**config.mk**
```make
export PLATFORM = sky130hd
export DESIGN_NAME = card_act_seq
export DESIGN_NICKNAME = d
export VERILOG_FILES = /design/src/rtl/card_act_pkg.sv /design/src/rtl/card_act_sync.sv /design/src/rtl/card_act_core.sv /design/src/rtl/card_act_drive.sv /design/src/rtl/card_act_seq.sv
export SDC_FILE = /design/constraint.sdc
export NUM_CORES = 1
export LEC_CHECK = 0
export ABC_AREA = 1
export BUFFER_PORTS_ARGS = -buffer_cell sky130_fd_sc_hd__clkbuf_2
export CAP_MARGIN = 20
export CORE_UTILIZATION = 60
export DETAILED_ROUTE_END_ITERATION = 10
export MAX_ROUTING_LAYER = met4
export PLACE_DENSITY = 0.89
export SYNTH_ARGS = -nofsm -noshare
export SYNTH_HDL_FRONTEND = slang
export SYNTH_HIERARCHICAL = 1
export SYNTH_SLANG_ARGS = --single-unit
```
**constraint.sdc**
```tcl
create_clock -name clk -period 3.3 [get_ports clk]
set_input_delay 0.165 -clock clk [delete_from_list [all_inputs] [get_ports clk]]
set_output_delay 0.165 -clock clk [all_outputs]
set_load 0.05 [all_outputs]
```
**src/rtl/card_act_pkg.sv**
```systemverilog
package card_act_pkg;
  typedef enum logic [2:0] {
    ST_IDLE, ST_WAIT, ST_RUN, ST_DONE, ST_FAULT
  } act_state_e;

  // offset of n half base periods, in oscillator cycles
  function automatic int unsigned half_periods(input int unsigned period, input int unsigned n);
    return (period * n) / 2;
  endfunction
endpackage

```
**src/rtl/card_act_sync.sv**
```systemverilog
module card_act_sync #(
  parameter int W = 1,
  parameter logic [W-1:0] RST_VAL = '0
) (
  input  logic         clk,
  input  logic         rst_n,
  input  logic [W-1:0] d,
  output logic [W-1:0] q
);
  logic [W-1:0] stg1;

  always_ff @(posedge clk or negedge rst_n) begin
    if (!rst_n) begin
      stg1 <= RST_VAL;
      q    <= RST_VAL;
    end else begin
      stg1 <= d;
      q    <= stg1;
    end
  end
endmodule

```
**src/rtl/card_act_core.sv**
```systemverilog
module card_act_core
  import card_act_pkg::*;
#(
  parameter int unsigned T1_CYC = 5325,
  parameter int unsigned PERIOD = 64
) (
  input  logic clk,
  input  logic rst_n,
  input  logic pwr_req,
  input  logic clk_req_s,
  output logic ev_fault,
  output logic ev_t1,
  output logic ev_t3,
  output logic ev_t5,
  output logic in_run
);
  localparam int unsigned IO_OFS  = half_periods(PERIOD, 5);
  localparam int unsigned RST_OFS = half_periods(PERIOD, 11);
  localparam int unsigned MAXC    = (T1_CYC > RST_OFS) ? T1_CYC : RST_OFS;
  localparam int CW = $clog2(MAXC + 1);
  localparam logic [CW-1:0] T1_LAST  = CW'(T1_CYC - 1);
  localparam logic [CW-1:0] IO_LAST  = CW'(IO_OFS - 1);
  localparam logic [CW-1:0] RST_LAST = CW'(RST_OFS - 1);

  act_state_e    st;
  logic [CW-1:0] cnt;

  assign ev_t1    = (st == ST_WAIT) && (cnt == T1_LAST);
  assign ev_t3    = (st == ST_RUN)  && (cnt == IO_LAST);
  assign ev_t5    = (st == ST_RUN)  && (cnt == RST_LAST);
  assign ev_fault = (st == ST_IDLE) && pwr_req && clk_req_s;
  assign in_run   = (st == ST_RUN);

  always_ff @(posedge clk or negedge rst_n) begin
    if (!rst_n) begin
      st  <= ST_IDLE;
      cnt <= '0;
    end else if (!pwr_req) begin
      st  <= ST_IDLE;
      cnt <= '0;
    end else begin
      unique case (st)
        ST_IDLE: begin
          st  <= clk_req_s ? ST_FAULT : ST_WAIT;
          cnt <= '0;
        end
        ST_WAIT: begin
          if (ev_t1) begin
            st  <= ST_RUN;
            cnt <= '0;
          end else begin
            cnt <= cnt + 1'b1;
          end
        end
        ST_RUN: begin
          if (ev_t5) st <= ST_DONE;
          else       cnt <= cnt + 1'b1;
        end
        ST_DONE:  st <= ST_DONE;
        ST_FAULT: st <= ST_FAULT;
        default:  st <= ST_IDLE;
      endcase
    end
  end
endmodule

```
**src/rtl/card_act_drive.sv**
```systemverilog
module card_act_drive (
  input  logic clk,
  input  logic rst_n,
  input  logic pwr_req,
  input  logic clk_req_s,
  input  logic in_run,
  input  logic ev_fault,
  input  logic ev_t1,
  input  logic ev_t3,
  input  logic ev_t5,
  output logic vcc_en,
  output logic lines_en,
  output logic clk_en,
  output logic card_rst,
  output logic act_done,
  output logic timing_err,
  output logic start_err
);
  logic clk_grant;
  assign clk_grant = in_run && lines_en && clk_req_s;

  always_ff @(posedge clk or negedge rst_n) begin
    if (!rst_n) begin
      vcc_en <= 1'b0; lines_en <= 1'b0; clk_en <= 1'b0; card_rst <= 1'b0;
      act_done <= 1'b0; timing_err <= 1'b0; start_err <= 1'b0;
    end else if (!pwr_req) begin
      vcc_en <= 1'b0; lines_en <= 1'b0; clk_en <= 1'b0; card_rst <= 1'b0;
      act_done <= 1'b0; timing_err <= 1'b0; start_err <= 1'b0;
    end else begin
      if (ev_t1)     vcc_en    <= 1'b1;
      if (ev_t3)     lines_en  <= 1'b1;
      if (ev_fault)  start_err <= 1'b1;
      if (clk_grant) clk_en    <= 1'b1;
      if (ev_t5) begin
        card_rst <= 1'b1;
        act_done <= 1'b1;
        if (!clk_en && !clk_grant) timing_err <= 1'b1;
      end
      if (in_run && !lines_en && clk_req_s) timing_err <= 1'b1;
    end
  end
endmodule

```
**src/rtl/card_act_seq.sv**
```systemverilog
module card_act_seq #(
  parameter int unsigned T1_CYC = 5325,
  parameter int unsigned PERIOD = 64
) (
  input  logic clk,
  input  logic rst_n,
  input  logic pwr_cmd_n,
  input  logic clk_req,
  output logic vcc_en,
  output logic io_en,
  output logic aux1_en,
  output logic aux2_en,
  output logic clk_en,
  output logic card_rst,
  output logic act_done,
  output logic timing_err,
  output logic start_err
);
  logic [1:0] raw_in, syn_in;
  logic pwr_req, clk_req_s;
  logic ev_fault, ev_t1, ev_t3, ev_t5, in_run, lines_en;

  assign raw_in = {pwr_cmd_n, clk_req};

  card_act_sync #(.W(2), .RST_VAL(2'b10)) u_sync (
    .clk(clk), .rst_n(rst_n), .d(raw_in), .q(syn_in)
  );

  assign pwr_req   = ~syn_in[1];
  assign clk_req_s = syn_in[0];

  card_act_core #(.T1_CYC(T1_CYC), .PERIOD(PERIOD)) u_core (
    .clk(clk), .rst_n(rst_n), .pwr_req(pwr_req), .clk_req_s(clk_req_s),
    .ev_fault(ev_fault), .ev_t1(ev_t1), .ev_t3(ev_t3), .ev_t5(ev_t5), .in_run(in_run)
  );

  card_act_drive u_drive (
    .clk(clk), .rst_n(rst_n), .pwr_req(pwr_req), .clk_req_s(clk_req_s),
    .in_run(in_run), .ev_fault(ev_fault), .ev_t1(ev_t1), .ev_t3(ev_t3), .ev_t5(ev_t5),
    .vcc_en(vcc_en), .lines_en(lines_en), .clk_en(clk_en), .card_rst(card_rst),
    .act_done(act_done), .timing_err(timing_err), .start_err(start_err)
  );

  assign io_en   = lines_en;
  assign aux1_en = lines_en;
  assign aux2_en = lines_en;
endmodule

```
Word-level counts from Yosys, hierarchy flattened
Index checks and enable logic that the tools add are counted.
{ "word_totals": {"regBits": 26} }
{ "op_classes": {"n_addsub": 1, "n_eq_ne": 10, "muxes": 23, "bitwise_logic": 1, "reduce_logical": 25} }
{ "ops": {"columns": ["cell", "count"], "rows": [
  ["13-bit 2-to-1 mux", 3],
  ["13-bit case mux with 3 select lines", 1],
  ["3-bit case mux with 5 select lines", 1],
  ["1-bit 2-to-1 mux", 14],
  ["13-bit by 1-bit adder with 13-bit output (second input constant)", 1],
  ["13-bit equality test (second input constant)", 1],
  ["13-bit by 8-bit equality test with 1-bit output (second input constant)", 1],
  ["13-bit by 9-bit equality test with 1-bit output (second input constant)", 1],
  ["3-bit 2-to-1 mux", 4],
  ["1-bit logical AND", 10],
  ["2-bit nonzero test", 5],
  ["3-bit inequality test (second input constant)", 3],
  ["3-bit by 2-bit equality test with 1-bit output (second input constant)", 2],
  ["2-bit AND reduction", 3],
  ["3-bit nonzero test", 2],
  ["4-bit nonzero test", 1],
  ["3-bit by 1-bit equality test with 1-bit output (second input constant)", 1],
  ["3-bit equality test (second input constant)", 1],
  ["1-bit logical NOT", 3],
  ["3-bit logical NOT", 1],
  ["1-bit inverter", 1]
]} }

Logic depth before layout (Yosys ltp)
Gate-level depths: netlist of the first run.
{ "logic_depth": {"depth_word": 9, "ltp_mapped": 10, "depth_no_buf": 10} }

By module
Netlist of the first run, hierarchy kept.
{ "by_module_without_submodules": {"columns": ["mod", "n_inst", "cells_per_inst", "area_each_um2", "seq_area_each_um2"], "rows": [
  ["card_act_core", 1, 189, 1223.7, 400.4],
  ["card_act_drive", 1, 26, 239.0, 150.1],
  ["card_act_sync", 1, 4, 102.6, 102.6],
  ["card_act_seq", 1, 3, 18.8, 0.0]
]} }

Least setup slack after synthesis of the first run
Ideal clock, no wire load.
{ "synth_timing": {"path_type": "flip-flop to flip-flop", "start": "register u_core.cnt[0]", "end": "register u_core.cnt[6]", "setup_ns": 0.118, "arrival_ns": 1.315, "slack_ns": 1.867, "path_stages_with_launch": 9, "n_path_buf": 0, "cell_sequence": "dfrtp_1 ha_1 nand3_2 nor2_2 nand3_4 nand2_1 nand2_2 nand3_1 nand2_1"} }
{ "synth_between": {"elab_chain_cells": 5, "word_cells_on_any_way": 11, "cone_classes": "add/sub (1); eq/ne (3); mux (4); reduce/logical (3)"} }
{ "synth_lines": {"columns": ["element", "line", "source"], "rows": [
  ["from (decl)", "card_act_core.sv:26", "logic [CW-1:0] cnt;"],
  ["from (signal assigned)", "card_act_core.sv:52", "cnt <= cnt + 1'b1;"],
  ["from (signal assigned)", "card_act_core.sv:57", "else cnt <= cnt + 1'b1;"],
  ["parallel branches: the longest is 5 deep, another holds 13-bit by 1-bit adder with 13-bit output", null, null]
]} }
Several ways; the timed one is not identified. The select of a mux whose other input is x is not followed.
A chain may end at the register's enable or synchronous reset.

Worst setup path in the final report of the first run
{ "layout_timing": {"start": "register u_core.cnt[0]", "end": "register u_core.cnt[10]"} }
Same word-level chain as after synthesis.

==> impl_metrics.csv, run 1 <==
group,metric,value,unit
die,num_rows,18,
power,ir_drop,0.000437,V
synth,synthTopCellsByArea,"dfrtp_1, nand2_1, nand3_1",
clock_tree,htreeDepth,1,
timing,rsz0062_at_grt,"no",
timing,setup_slack,1570,ps
placed_design,gp_congestion,0.923,
die,core,2480,um2
drt,drt_pass1_iterations,5,
synth,synth.avg_cell_area,7.14,um2
die,dieArea,2850,um2
worst_setup_path,crit_arrival,1960,ps
worst_setup_path,rrSetupSlack,1570,ps
die,ios,13,
worst_hold_path,worstHoldPathType,"input port to asynchronous set/reset pin",
synth,async_flop_share,100,%
clock_tree,cts_root_buf,"clkbuf_4",
die,initial_core_util,63.9,%
placed_design,io_buffers,12,
run,maxCapViolCount,0,
synth,ys_types,28,
synth,synth.top_cell.area_share,37.9,%
synth,synthTopCellsByCount,"nand2_1, inv_1, nand3_1",
timing,timing.fmax,0.579,GHz
timing,tns,0,ps
global_route,grt_max_degree,27,
global_route,grt_pass1_wl,5430,um
clock_tree,cts_made_buffers,3,
timing,min_period,1730,ps
drt,drtIter0Drc,69,
synth,syn_nets,228,
layout,area_growth,9.16,%
timing,clock_skew,4.49,ps
timing,finalHoldViolations,0,
synth,netlist_area,1580,um2
die,die_x,53.4,um
timing,finalCritPeriodShare,52.3,%
global_route,grt_pass1_vias,1190,
timing,worst_pin_slew,638,ps
die,die_h,53.4,um
placed_design,place_area,1650,um2
drt,vias,1445,
global_route,grt.total_usage,27.7,%
synth,synth.most_common_cell,"nand2_1",
layout,design_area,1730,um2
timing,setup_viol_count_final,0,
clock_tree,clock_sinks,26,
worst_setup_path,timing.rr.end,"u_core/cnt[10]$_DFFE_PN0P_",
power,leakagePower,0.848,nW
worst_setup_path,required,3530,ps
power,powerDensity,486,nW/um2
synth,synth_edf_count,0,
worst_setup_path,regToRegStartpoint,"u_core/cnt[0]$_DFFE_PN0P_",
placed_design,pre_cts_ws,1630,ps
synth,yosysWarningCount,6,
drt,post_drt_wl_per_cell,12.8,um
clock_tree,clk_latency,330,ps
drt,drc,0,
worst_setup_path,cp_max_fo,5,
placed_design,dp_hpwl,2480,um
worst_setup_path,startpoint_type,"flop",
synth,ys_ff_latch,26,
synth,synth_largest_area_cell,"dfrtp_1",
synth,yosysSeqAreaShare,41.2,%
synth,synth_ff_type,"dfrtp_1",
clock_tree,cts_setup_buffers,0,
status,outcome,"finished, final reports clean",
drt,drt_wl_total,3410,um
drt,ant_nets,0,
synth,syn_inst,222,
worst_setup_path,critPathKind,"flop to flop",
clock_tree,cts_tree,"built",
timing,relSlewSlack,57.5,%
drt,via_per_inst,5.45,
clock_tree,clk_pin_slew,140,ps
worst_setup_path,cp-end-kind,"flop",
layout,diodes,0,
layout,drive_gt1_share,13.6,%
timing,final-max-slew-violation-count,0,
clock_tree,clock_path_buffers,2,
global_route,antenna_found_initial,0,
layout,nFillCells,207,
global_route,grt-ovfl-total,0,
worst_setup_path,rr_worst_depth,8,
layout,nets,242,
critical path, stage by stage, from the launching register on:
cell and delay (ps):
dfrtp_1 450, ha_1 250, nand3_2 140, nor2_1 220, nand2_1 160, o21ai_0 200
nand2_1 70, nand3_1 70, o21ai_1 80
per-stage QoR:
step	hold slack (ps)	instances	power, mW	utilization (%)
floorplan	-131	222	0.559	-
global placement	220	258	0.614	66.5
detailed placement	216	258	0.618	66.5
CTS	372	265	0.841	69.8
global route	375	265	0.890	69.8
finish	369	265	0.840	69.8
layout by cell type (no fill, tap or decap), types with 2 or more instances in the layout:
cell / instances
a21oi_1: 6
clkbuf_2: 12
clkbuf_4: 3
dfrtp_1: 24
dfstp_2: 2
dlygate4sd3_1: 3
ha_1: 2
inv_1: 30
nand2_1: 68
nand2_2: 5
nand3_1: 25
nand3_2: 2
nand4_1: 4
nor2_1: 23
nor3_1: 3
o21ai_0: 3
o21ai_1: 7
xor2_1: 3
layer usage:
metal  part of all wire (%)  global-route usage, %  vias up  wire, um
li1                       -                      -      726         -
met3                    4.6                   3.45       10       158
met4                    1.8                   8.77        0        61
met2                     49                   43.3       51      1650
met5                      0                      -        -         0
met1                     45                   37.0      658      1530
what timing repair did:
action,in CTS,in global routing
endpoints found under the hold margin,26,0
gates resized for setup,0,0
hold buffers,3,0
endpoints found under the setup margin,0,0
how the worst max path moves through the flow:
stage	cells past startpoint	slack, ps	end	start
6_report	8	1570	u_core/cnt[10]$_DFFE_PN0P_	u_core/cnt[0]$_DFFE_PN0P_
5_1_grt	8	1400	u_core/cnt[10]$_DFFE_PN0P_	u_core/cnt[0]$_DFFE_PN0P_
4_1_cts	8	1600	u_core/cnt[3]$_DFFE_PN0P_	u_core/cnt[0]$_DFFE_PN0P_
3_5_place_dp	8	1630	u_core/cnt[10]$_DFFE_PN0P_	u_core/cnt[0]$_DFFE_PN0P_
3_3_place_gp	8	1650	u_core/cnt[3]$_DFFE_PN0P_	u_core/cnt[0]$_DFFE_PN0P_
2_1_floorplan	8	1870	u_core/cnt[6]$_DFFE_PN0P_	u_core/cnt[0]$_DFFE_PN0P_
state kept, by name (all words and copies together), names as in the netlist:
register / count
u_drive/clk_en: 1
u_drive/vcc_en: 1
u_drive/act_done: 1
u_sync/stg1: 2
u_core/st: 3
u_sync/q: 2
u_drive/lines_en: 1
u_core/cnt: 13
u_drive/timing_err: 1
u_drive/start_err: 1
where the power goes:
group          internal, mW  total (mW)  switching [mW]
clock                 0.123       0.220          0.0970
combinational        0.0642       0.231           0.167
sequential            0.348       0.390          0.0421
total                 0.535       0.840           0.306
area by class of cell:
class,count,area (um2),share of cell area (%)
inverter,31,116,6.73
clock buffer,3,22.5,1.30
tap,30,37.5,2.17
clock inverter,1,30.0,1.74
sequential,26,653,37.8
multi-input combinational,159,779,45.1
timing repair buffer,15,90.1,5.21
cells by family after synthesis:
| group | count (synthesis) | synth area share [%] |
|---|---|---|
| flip-flops | 26 | 41.2 |
| adder cells (fa/ha/maj) | 2 | 1.58 |
| XOR/XNOR | 3 | 1.66 |
| AO/OA/AOI/OAI | 19 | 7.11 |
| buffers and inverters | 37 | 9.56 |
| AND/OR/NAND/NOR | 135 | 38.9 |
No activity file was read; power rests on OpenSTA's default activity.
==> inputs of run 2 (changes only) <==
--- a/config.mk
+++ b/config.mk
@@ -5,13 +5,13 @@
 export SDC_FILE = /design/constraint.sdc
 export NUM_CORES = 1
 export LEC_CHECK = 0
-export ABC_AREA = 1
+export ABC_AREA = 0
 export BUFFER_PORTS_ARGS = -buffer_cell sky130_fd_sc_hd__clkbuf_2
 export CAP_MARGIN = 20
-export CORE_UTILIZATION = 60
+export CORE_UTILIZATION = 57
 export DETAILED_ROUTE_END_ITERATION = 10
 export MAX_ROUTING_LAYER = met4
-export PLACE_DENSITY = 0.89
+export PLACE_DENSITY = 0.86
 export SYNTH_ARGS = -nofsm -noshare
 export SYNTH_HDL_FRONTEND = slang
 export SYNTH_HIERARCHICAL = 1
==> constraint.sdc (replaced) <==
create_clock -name clk -period 1.8 [get_ports clk]
set_input_delay 0.09 -clock clk [delete_from_list [all_inputs] [get_ports clk]]
set_output_delay 0.09 -clock clk [all_outputs]
set_load 0.05 [all_outputs]
==> run 2 against run 1 <==
- the flow now finishes with violations (negative setup slack)
- final cell count fell by 19%
- combinational power is 57% lower
- synthesized cell count is 34% lower
==> impl_metrics.csv, run 2 <==
group,metric,value,unit
global_route,antenna_found_initial,0,
synth,synth.top_cell.area_share,42.9,%
layout,final_common_cell,"dfrtp_1",
status,outcome,"finished with violations",
synth,synth_edf_count,0,
layout,final_cell_mix,"dfrtp_1, buf_4, clkbuf_2, o21ai_1, inv_1",
worst_setup_path,cp_slowest_cell,"or4_4",
worst_setup_path,cp_max_fo,6,
global_route,grt_pass1_wl,5610,um
synth,synthTopCellsByArea,"dfrtp_1, o21ai_1, dfstp_2",
drt,via_per_inst,5.98,
layout,nets,194,
timing,relSlewSlack,56.6,%
layout,diodes,0,
die,initial_core_util,62.0,%
worst_setup_path,rrSetupSlack,-220,ps
die,ios,13,
synth,yosysSeqAreaShare,46.7,%
timing,setup_viol_count_final,16,
placed_design,place_area,1650,um2
layout,largest-register,"u_core/cnt",
timing,setup_slack,-215,ps
timing,final-max-slew-violation-count,0,
layout,largest_reg_flops,13,
timing,tns,-2410,ps
layout,drive_gt1_share,33.2,%
power,leakagePower,0.798,nW
die,die_h,51.5,um
placed_design,io_buffers,12,
drt,drt_pass1_iterations,4,
timing,worst_pin_slew,651,ps
worst_setup_path,regToRegStartpoint,"u_core/cnt[10]$_DFFE_PN0P_",
layout,design_area,1810,um2
synth,synth_largest_area_cell,"dfrtp_1",
drt,post_drt_wl_per_cell,16.5,um
timing,timing.fmax,0.496,GHz
timing,rsz0062_at_grt,"yes",
worst_setup_path,crit_arrival,2250,ps
layout,nFillCells,147,
layout,fin_util,80.2,%
clock_tree,clk_pin_slew,160,ps
worst_setup_path,startpoint_type,"flop",
synth,syn_nets,153,
power,powerDensity,623,nW/um2
timing,clock_skew,10.4,ps
timing,finalCritPeriodShare,112,%
synth,netlist_area,1400,um2
clock_tree,clk_latency,340,ps
drt,drtIter0Drc,56,
clock_tree,cts_root_buf,"clkbuf_4",
die,die_x,51.5,um
die,core,2250,um2
worst_setup_path,max_stage_delay,600,ps
global_route,grt-ovfl-total,0,
worst_setup_path,required,2040,ps
clock_tree,cts_tree,"built",
drt,vias,1286,
worst_setup_path,path_cells,"or3b_4 -> or4_4 -> a32o_2 -> a22o_1",
worst_setup_path,critPathKind,"flop to flop",
synth,ys_types,42,
timing,min_period,2020,ps
global_route,grt.total_usage,30.2,%
placed_design,gp_congestion,0.941,
clock_tree,cts_made_buffers,3,
die,num_rows,17,
synth,yosysWarningCount,6,
clock_tree,clock_sinks,26,
synth,syn_inst,147,
clock_tree,clock_path_buffers,2,
status,violations,"negative setup slack",
synth,synth_ff_type,"dfrtp_1",
synth,ys_ff_latch,26,
synth,synth.avg_cell_area,9.52,um2
synth,async_flop_share,100,%
run,maxCapViolCount,0,
placed_design,dp_hpwl,2350,um
synth,synthTopCellsByCount,"dfrtp_1, o21ai_1, inv_1, nand2_1, nand3_1",
global_route,grt_pass1_vias,1196,
worst_setup_path,rr_worst_depth,4,
die,dieArea,2660,um2
synth,synth.most_common_cell,"dfrtp_1",
worst_setup_path,timing.rr.end,"u_core/cnt[1]$_DFFE_PN0P_",
drt,ant_nets,0,
layout,area_growth,29.3,%
drt,drc,0,
layout,reg.largest.list,"u_core/cnt: 13 flops, u_core/st: 3 flops",
worst_setup_path,cp-end-kind,"flop",
power,ir_drop,0.000618,V
timing,finalHoldViolations,0,
clock_tree,htreeDepth,1,
drt,drt_wl_total,3550,um
worst_hold_path,worstHoldPathType,"input port to asynchronous set/reset pin",
global_route,grt_max_degree,27,
-- run 2: changes by cell type in the layout (fill, tap and decap cells not counted), moves of 4 or more --
cell	before	now
nor2b_1	0	5
and3_1	0	4
inv_1	30	10
nand3_1	25	8
buf_4	0	22
nor2_1	23	8
nand2_1	68	9
a21oi_2	1	5
o21ai_1	7	12
or3_1	0	6
nand2_2	5	1
o21a_1	0	4
-- run 2: worst max-delay path: cells and delay by family (launching register included) --
family | cells | cell delay [ps]
and+or+nand+nor | 2 | 1000
AOI/OAI and AO/OA | 2 | 520
DFF | 1 | 400
-- run 2: how the worst max path moves through the flow --
| stage | slack, ps | from | to |
|---|---|---|---|
| floorplan | -120 | u_core/cnt[11]$_DFFE_PN0P_ | u_core/cnt[1]$_DFFE_PN0P_ |
| global placement | -200 | u_core/cnt[12]$_DFFE_PN0P_ | u_core/cnt[5]$_DFFE_PN0P_ |
| detailed placement | -230 | u_core/cnt[12]$_DFFE_PN0P_ | u_core/cnt[9]$_DFFE_PN0P_ |
| CTS | -190 | u_core/cnt[12]$_DFFE_PN0P_ | u_core/cnt[1]$_DFFE_PN0P_ |
| global route | -250 | u_core/cnt[10]$_DFFE_PN0P_ | u_core/cnt[9]$_DFFE_PN0P_ |
| finish | -220 | u_core/cnt[10]$_DFFE_PN0P_ | u_core/cnt[1]$_DFFE_PN0P_ |
-- run 2: layout make-up --
class                   count  area (um2)  share of cell area [%]
clock inverters             1        30.0                    1.66
multi-input cells         106         729                    40.3
well taps                  28        35.0                    1.94
flip-flops and latches     26         653                    36.1
repair buffers             40         298                    16.5
clock buffers               3        22.5                    1.24
inverters                  11        41.3                    2.28
-- run 2: where the power goes --
group | switching, mW | total (mW) | leakage, nW | internal [mW]
registers | 0.0137 | 0.611 | 0.349 | 0.597
logic | 0.0592 | 0.0986 | 0.421 | 0.0394
clock network | 0.193 | 0.418 | 0.0279 | 0.226
total | 0.266 | 1.13 | 0.798 | 0.862
-- run 2: timing repair --
action | in CTS | in global routing
pin swaps | 6 | 9
setup buffers | 1 | 2
hold buffers | 3 | 0
gates resized for setup | 6 | 6
endpoints found under the hold margin | 26 | 0
endpoints found under the setup margin | 15 | 17
-- run 2: cell families after synthesis --
family	after synthesis	share of synthesized area, %
AO/OA/AOI/OAI	37	17.8
XOR/XNOR	1	0.626
adder cells (fa/ha/maj)	2	1.79
buffers and inverters	15	5.37
flip-flops	26	46.7
multiplexers	3	2.15
AND/OR/NAND/NOR	63	25.6
-- run 2: per-stage QoR --
step	hold WS, ps	std cells	power (mW)	setup WS, ps
CTS	303	213	1.12	-189
global placement	128	205	0.703	-197
finish	291	215	1.13	-215
detailed placement	142	205	0.707	-230
floorplan	-206	147	0.669	-122
global route	362	215	1.16	-250
-- run 2: routing by layer --
layer,track usage [%],vias to the layer above,share of wire [%]
li1,-,610,-
met1,38.3,616,42
met2,48.3,50,51
met3,4.68,10,5.0
met5,-,-,0
met4,13.1,0,1.9
==> inputs of run 3 (changes only) <==
--- a/config.mk
+++ b/config.mk
@@ -8,10 +8,10 @@
 export ABC_AREA = 0
 export BUFFER_PORTS_ARGS = -buffer_cell sky130_fd_sc_hd__clkbuf_2
 export CAP_MARGIN = 20
-export CORE_UTILIZATION = 57
+export CORE_UTILIZATION = 52
 export DETAILED_ROUTE_END_ITERATION = 10
 export MAX_ROUTING_LAYER = met4
-export PLACE_DENSITY = 0.86
+export PLACE_DENSITY = 0.83
 export SYNTH_ARGS = -nofsm -noshare
 export SYNTH_HDL_FRONTEND = slang
 export SYNTH_HIERARCHICAL = 1
==> constraint.sdc (replaced) <==
create_clock -name clk -period 1.7 [get_ports clk]
set_input_delay 0.085 -clock clk [delete_from_list [all_inputs] [get_ports clk]]
set_output_delay 0.085 -clock clk [all_outputs]
set_load 0.05 [all_outputs]
==> run 3 against run 2 <==
- the run still ends with negative setup slack left
- cell area decreased by 0.14%
- final cell count increased by 1.4%
- setup slack got worse by 100 ps
- global-route usage decreased by 1.9 points
- combinational power increased by 8%
==> impl_metrics.csv, run 3 (same netlist as run 2, synthesis figures left out) <==
group,metric,value,unit
worst_setup_path,rrSetupSlack,-320,ps
drt,drt_wl_total,3580,um
layout,final_cell_mix,"buf_4, dfrtp_1, clkbuf_2",
drt,post_drt_wl_per_cell,16.4,um
worst_setup_path,required,1930,ps
power,ir_drop,0.000611,V
worst_setup_path,path_cells,"or3b_4 -> or4_4 -> a32oi_4 -> or3_1 -> o21ai_1",
power,powerDensity,593,nW/um2
global_route,grt.total_usage,28.3,%
layout,diodes,0,
layout,largest-register,"u_core/cnt",
worst_setup_path,regToRegStartpoint,"u_core/cnt[10]$_DFFE_PN0P_",
placed_design,gp_congestion,0.885,
clock_tree,clk_latency,320,ps
timing,holdWs,303,ps
layout,nets,195,
layout,area_growth,29.2,%
worst_setup_path,cp_max_fo,7,
worst_setup_path,max_stage_delay,600,ps
layout,reg.largest.list,"u_core/cnt: 13 flops, u_core/st: 3 flops",
drt,drtIter0Drc,62,
timing,rsz0062_at_grt,"yes",
clock_tree,clock_sinks,26,
timing,finalHoldViolations,0,
clock_tree,clk_pin_slew,140,ps
worst_setup_path,crit_arrival,2250,ps
clock_tree,htreeDepth,1,
die,die_h,53.9,um
global_route,grt-ovfl-total,0,
die,num_rows,18,
global_route,grt_pass1_wl,5550,um
worst_setup_path,rr_worst_depth,5,
timing,setup_slack,-319,ps
timing,tns,-3950,ps
global_route,grt_max_degree,27,
timing,min_period,2020,ps
clock_tree,cts_tree,"built",
timing,worst_pin_slew,651,ps
run,maxCapViolCount,0,
global_route,antenna_found_initial,0,
worst_setup_path,timing.rr.end,"u_core/cnt[5]$_DFFE_PN0P_",
placed_design,place_area,1650,um2
placed_design,io_buffers,12,
worst_hold_path,worstHoldPathType,"input port to asynchronous set/reset pin",
timing,relSlewSlack,56.6,%
drt,vias,1325,
clock_tree,clock_path_buffers,2,
drt,drt_pass1_iterations,4,
worst_setup_path,startpoint_type,"flop",
die,dieArea,2900,um2
worst_setup_path,cp-end-kind,"flop",
worst_setup_path,cp_top_family,"simple AND/OR/NAND/NOR gates",
worst_setup_path,critPathKind,"flop to flop",
clock_tree,cts_made_buffers,3,
drt,drc,0,
timing,finalCritPeriodShare,119,%
status,violations,"negative setup slack",
layout,design_area,1810,um2
die,core,2500,um2
timing,final-max-slew-violation-count,0,
worst_setup_path,crit_buf_inv,0,
power,leakagePower,0.793,nW
worst_setup_path,cp_slowest_cell,"or4_4",
placed_design,dp_hpwl,2320,um
layout,drive_gt1_share,36.2,%
die,initial_core_util,56.0,%
clock_tree,cts_root_buf,"clkbuf_4",
layout,nFillCells,177,
timing,timing.fmax,0.495,GHz
drt,via_per_inst,6.08,
global_route,grt_pass1_vias,1217,
timing,setup_viol_count_final,16,
status,outcome,"finished with violations",
die,die_x,53.9,um
layout,largest_reg_flops,13,
die,ios,13,
drt,ant_nets,0,
timing,clock_skew,2.08,ps
[run 3: cell types whose count changed in the layout (fill, tap and decap cells not counted), sizes merged]
cell,change
bufinv,-1
clkbuf,+1
buf,+1
[run 3: metrics by stage]
step / worst slack, ps / util (%) / std cells / power [mW]
after CTS: -305 / 70.6 / 216 / 1.07
after floorplan: -222 / - / 147 / 0.708
after detailed placement: -341 / 66.1 / 207 / 0.748
final: -319 / 72.3 / 218 / 1.07
after global routing: -406 / 72.3 / 218 / 1.11
after global placement: -280 / 66.1 / 207 / 0.745
[run 3: per-layer routing]
metal	track usage [%]	share of wire, %
met5	-	0
met1	34.8	42
met2	45.7	50
met3	7.06	5.8
met4	8.33	1.7
[run 3: worst max path at each step]
stage,to,depth (start not counted),start
global placement,u_core/cnt[5]$_DFFE_PN0P_,5,u_core/cnt[12]$_DFFE_PN0P_
finish,u_core/cnt[5]$_DFFE_PN0P_,5,u_core/cnt[10]$_DFFE_PN0P_
floorplan,u_core/cnt[1]$_DFFE_PN0P_,4,u_core/cnt[11]$_DFFE_PN0P_
global route,u_core/cnt[5]$_DFFE_PN0P_,5,u_core/cnt[10]$_DFFE_PN0P_
CTS,u_core/cnt[5]$_DFFE_PN0P_,5,u_core/cnt[10]$_DFFE_PN0P_
detailed placement,u_core/cnt[7]$_DFFE_PN0P_,5,u_core/cnt[12]$_DFFE_PN0P_
[run 3: layout make-up]
type                            count  area, um2  share of cell area (%)
Timing Repair Buffer               41        302                    16.7
Inverter                           11       41.3                    2.29
Tap cell                           30       37.5                    2.08
Clock buffer                        4       36.3                    2.01
Multi-Input combinational cell    106        737                    40.8
Sequential cell                    26        653                    36.1
[run 3: worst register-to-register path: cells and delay by family, from the launching register on]
kind / cells / cell delay [ps]
compound gates: 2 / 360
flops: 1 / 410
simple gates: 3 / 1170
[run 3: repair_timing]
| action | 4_1_cts | 5_1_grt |
|---|---|---|
| pin swaps | 12 | 6 |
| resized for setup | 6 | 10 |
| hold buffers | 3 | 0 |
| endpoints found under the hold margin | 26 | 0 |
| buffers inserted | 2 | 3 |
| setup endpoints to repair | 16 | 18 |
[run 3: report_power, final]
group / switching [mW] / internal (mW)
Combinational: 0.0637 / 0.0426
Clock: 0.187 / 0.131
Sequential: 0.0146 / 0.632
Total: 0.265 / 0.806
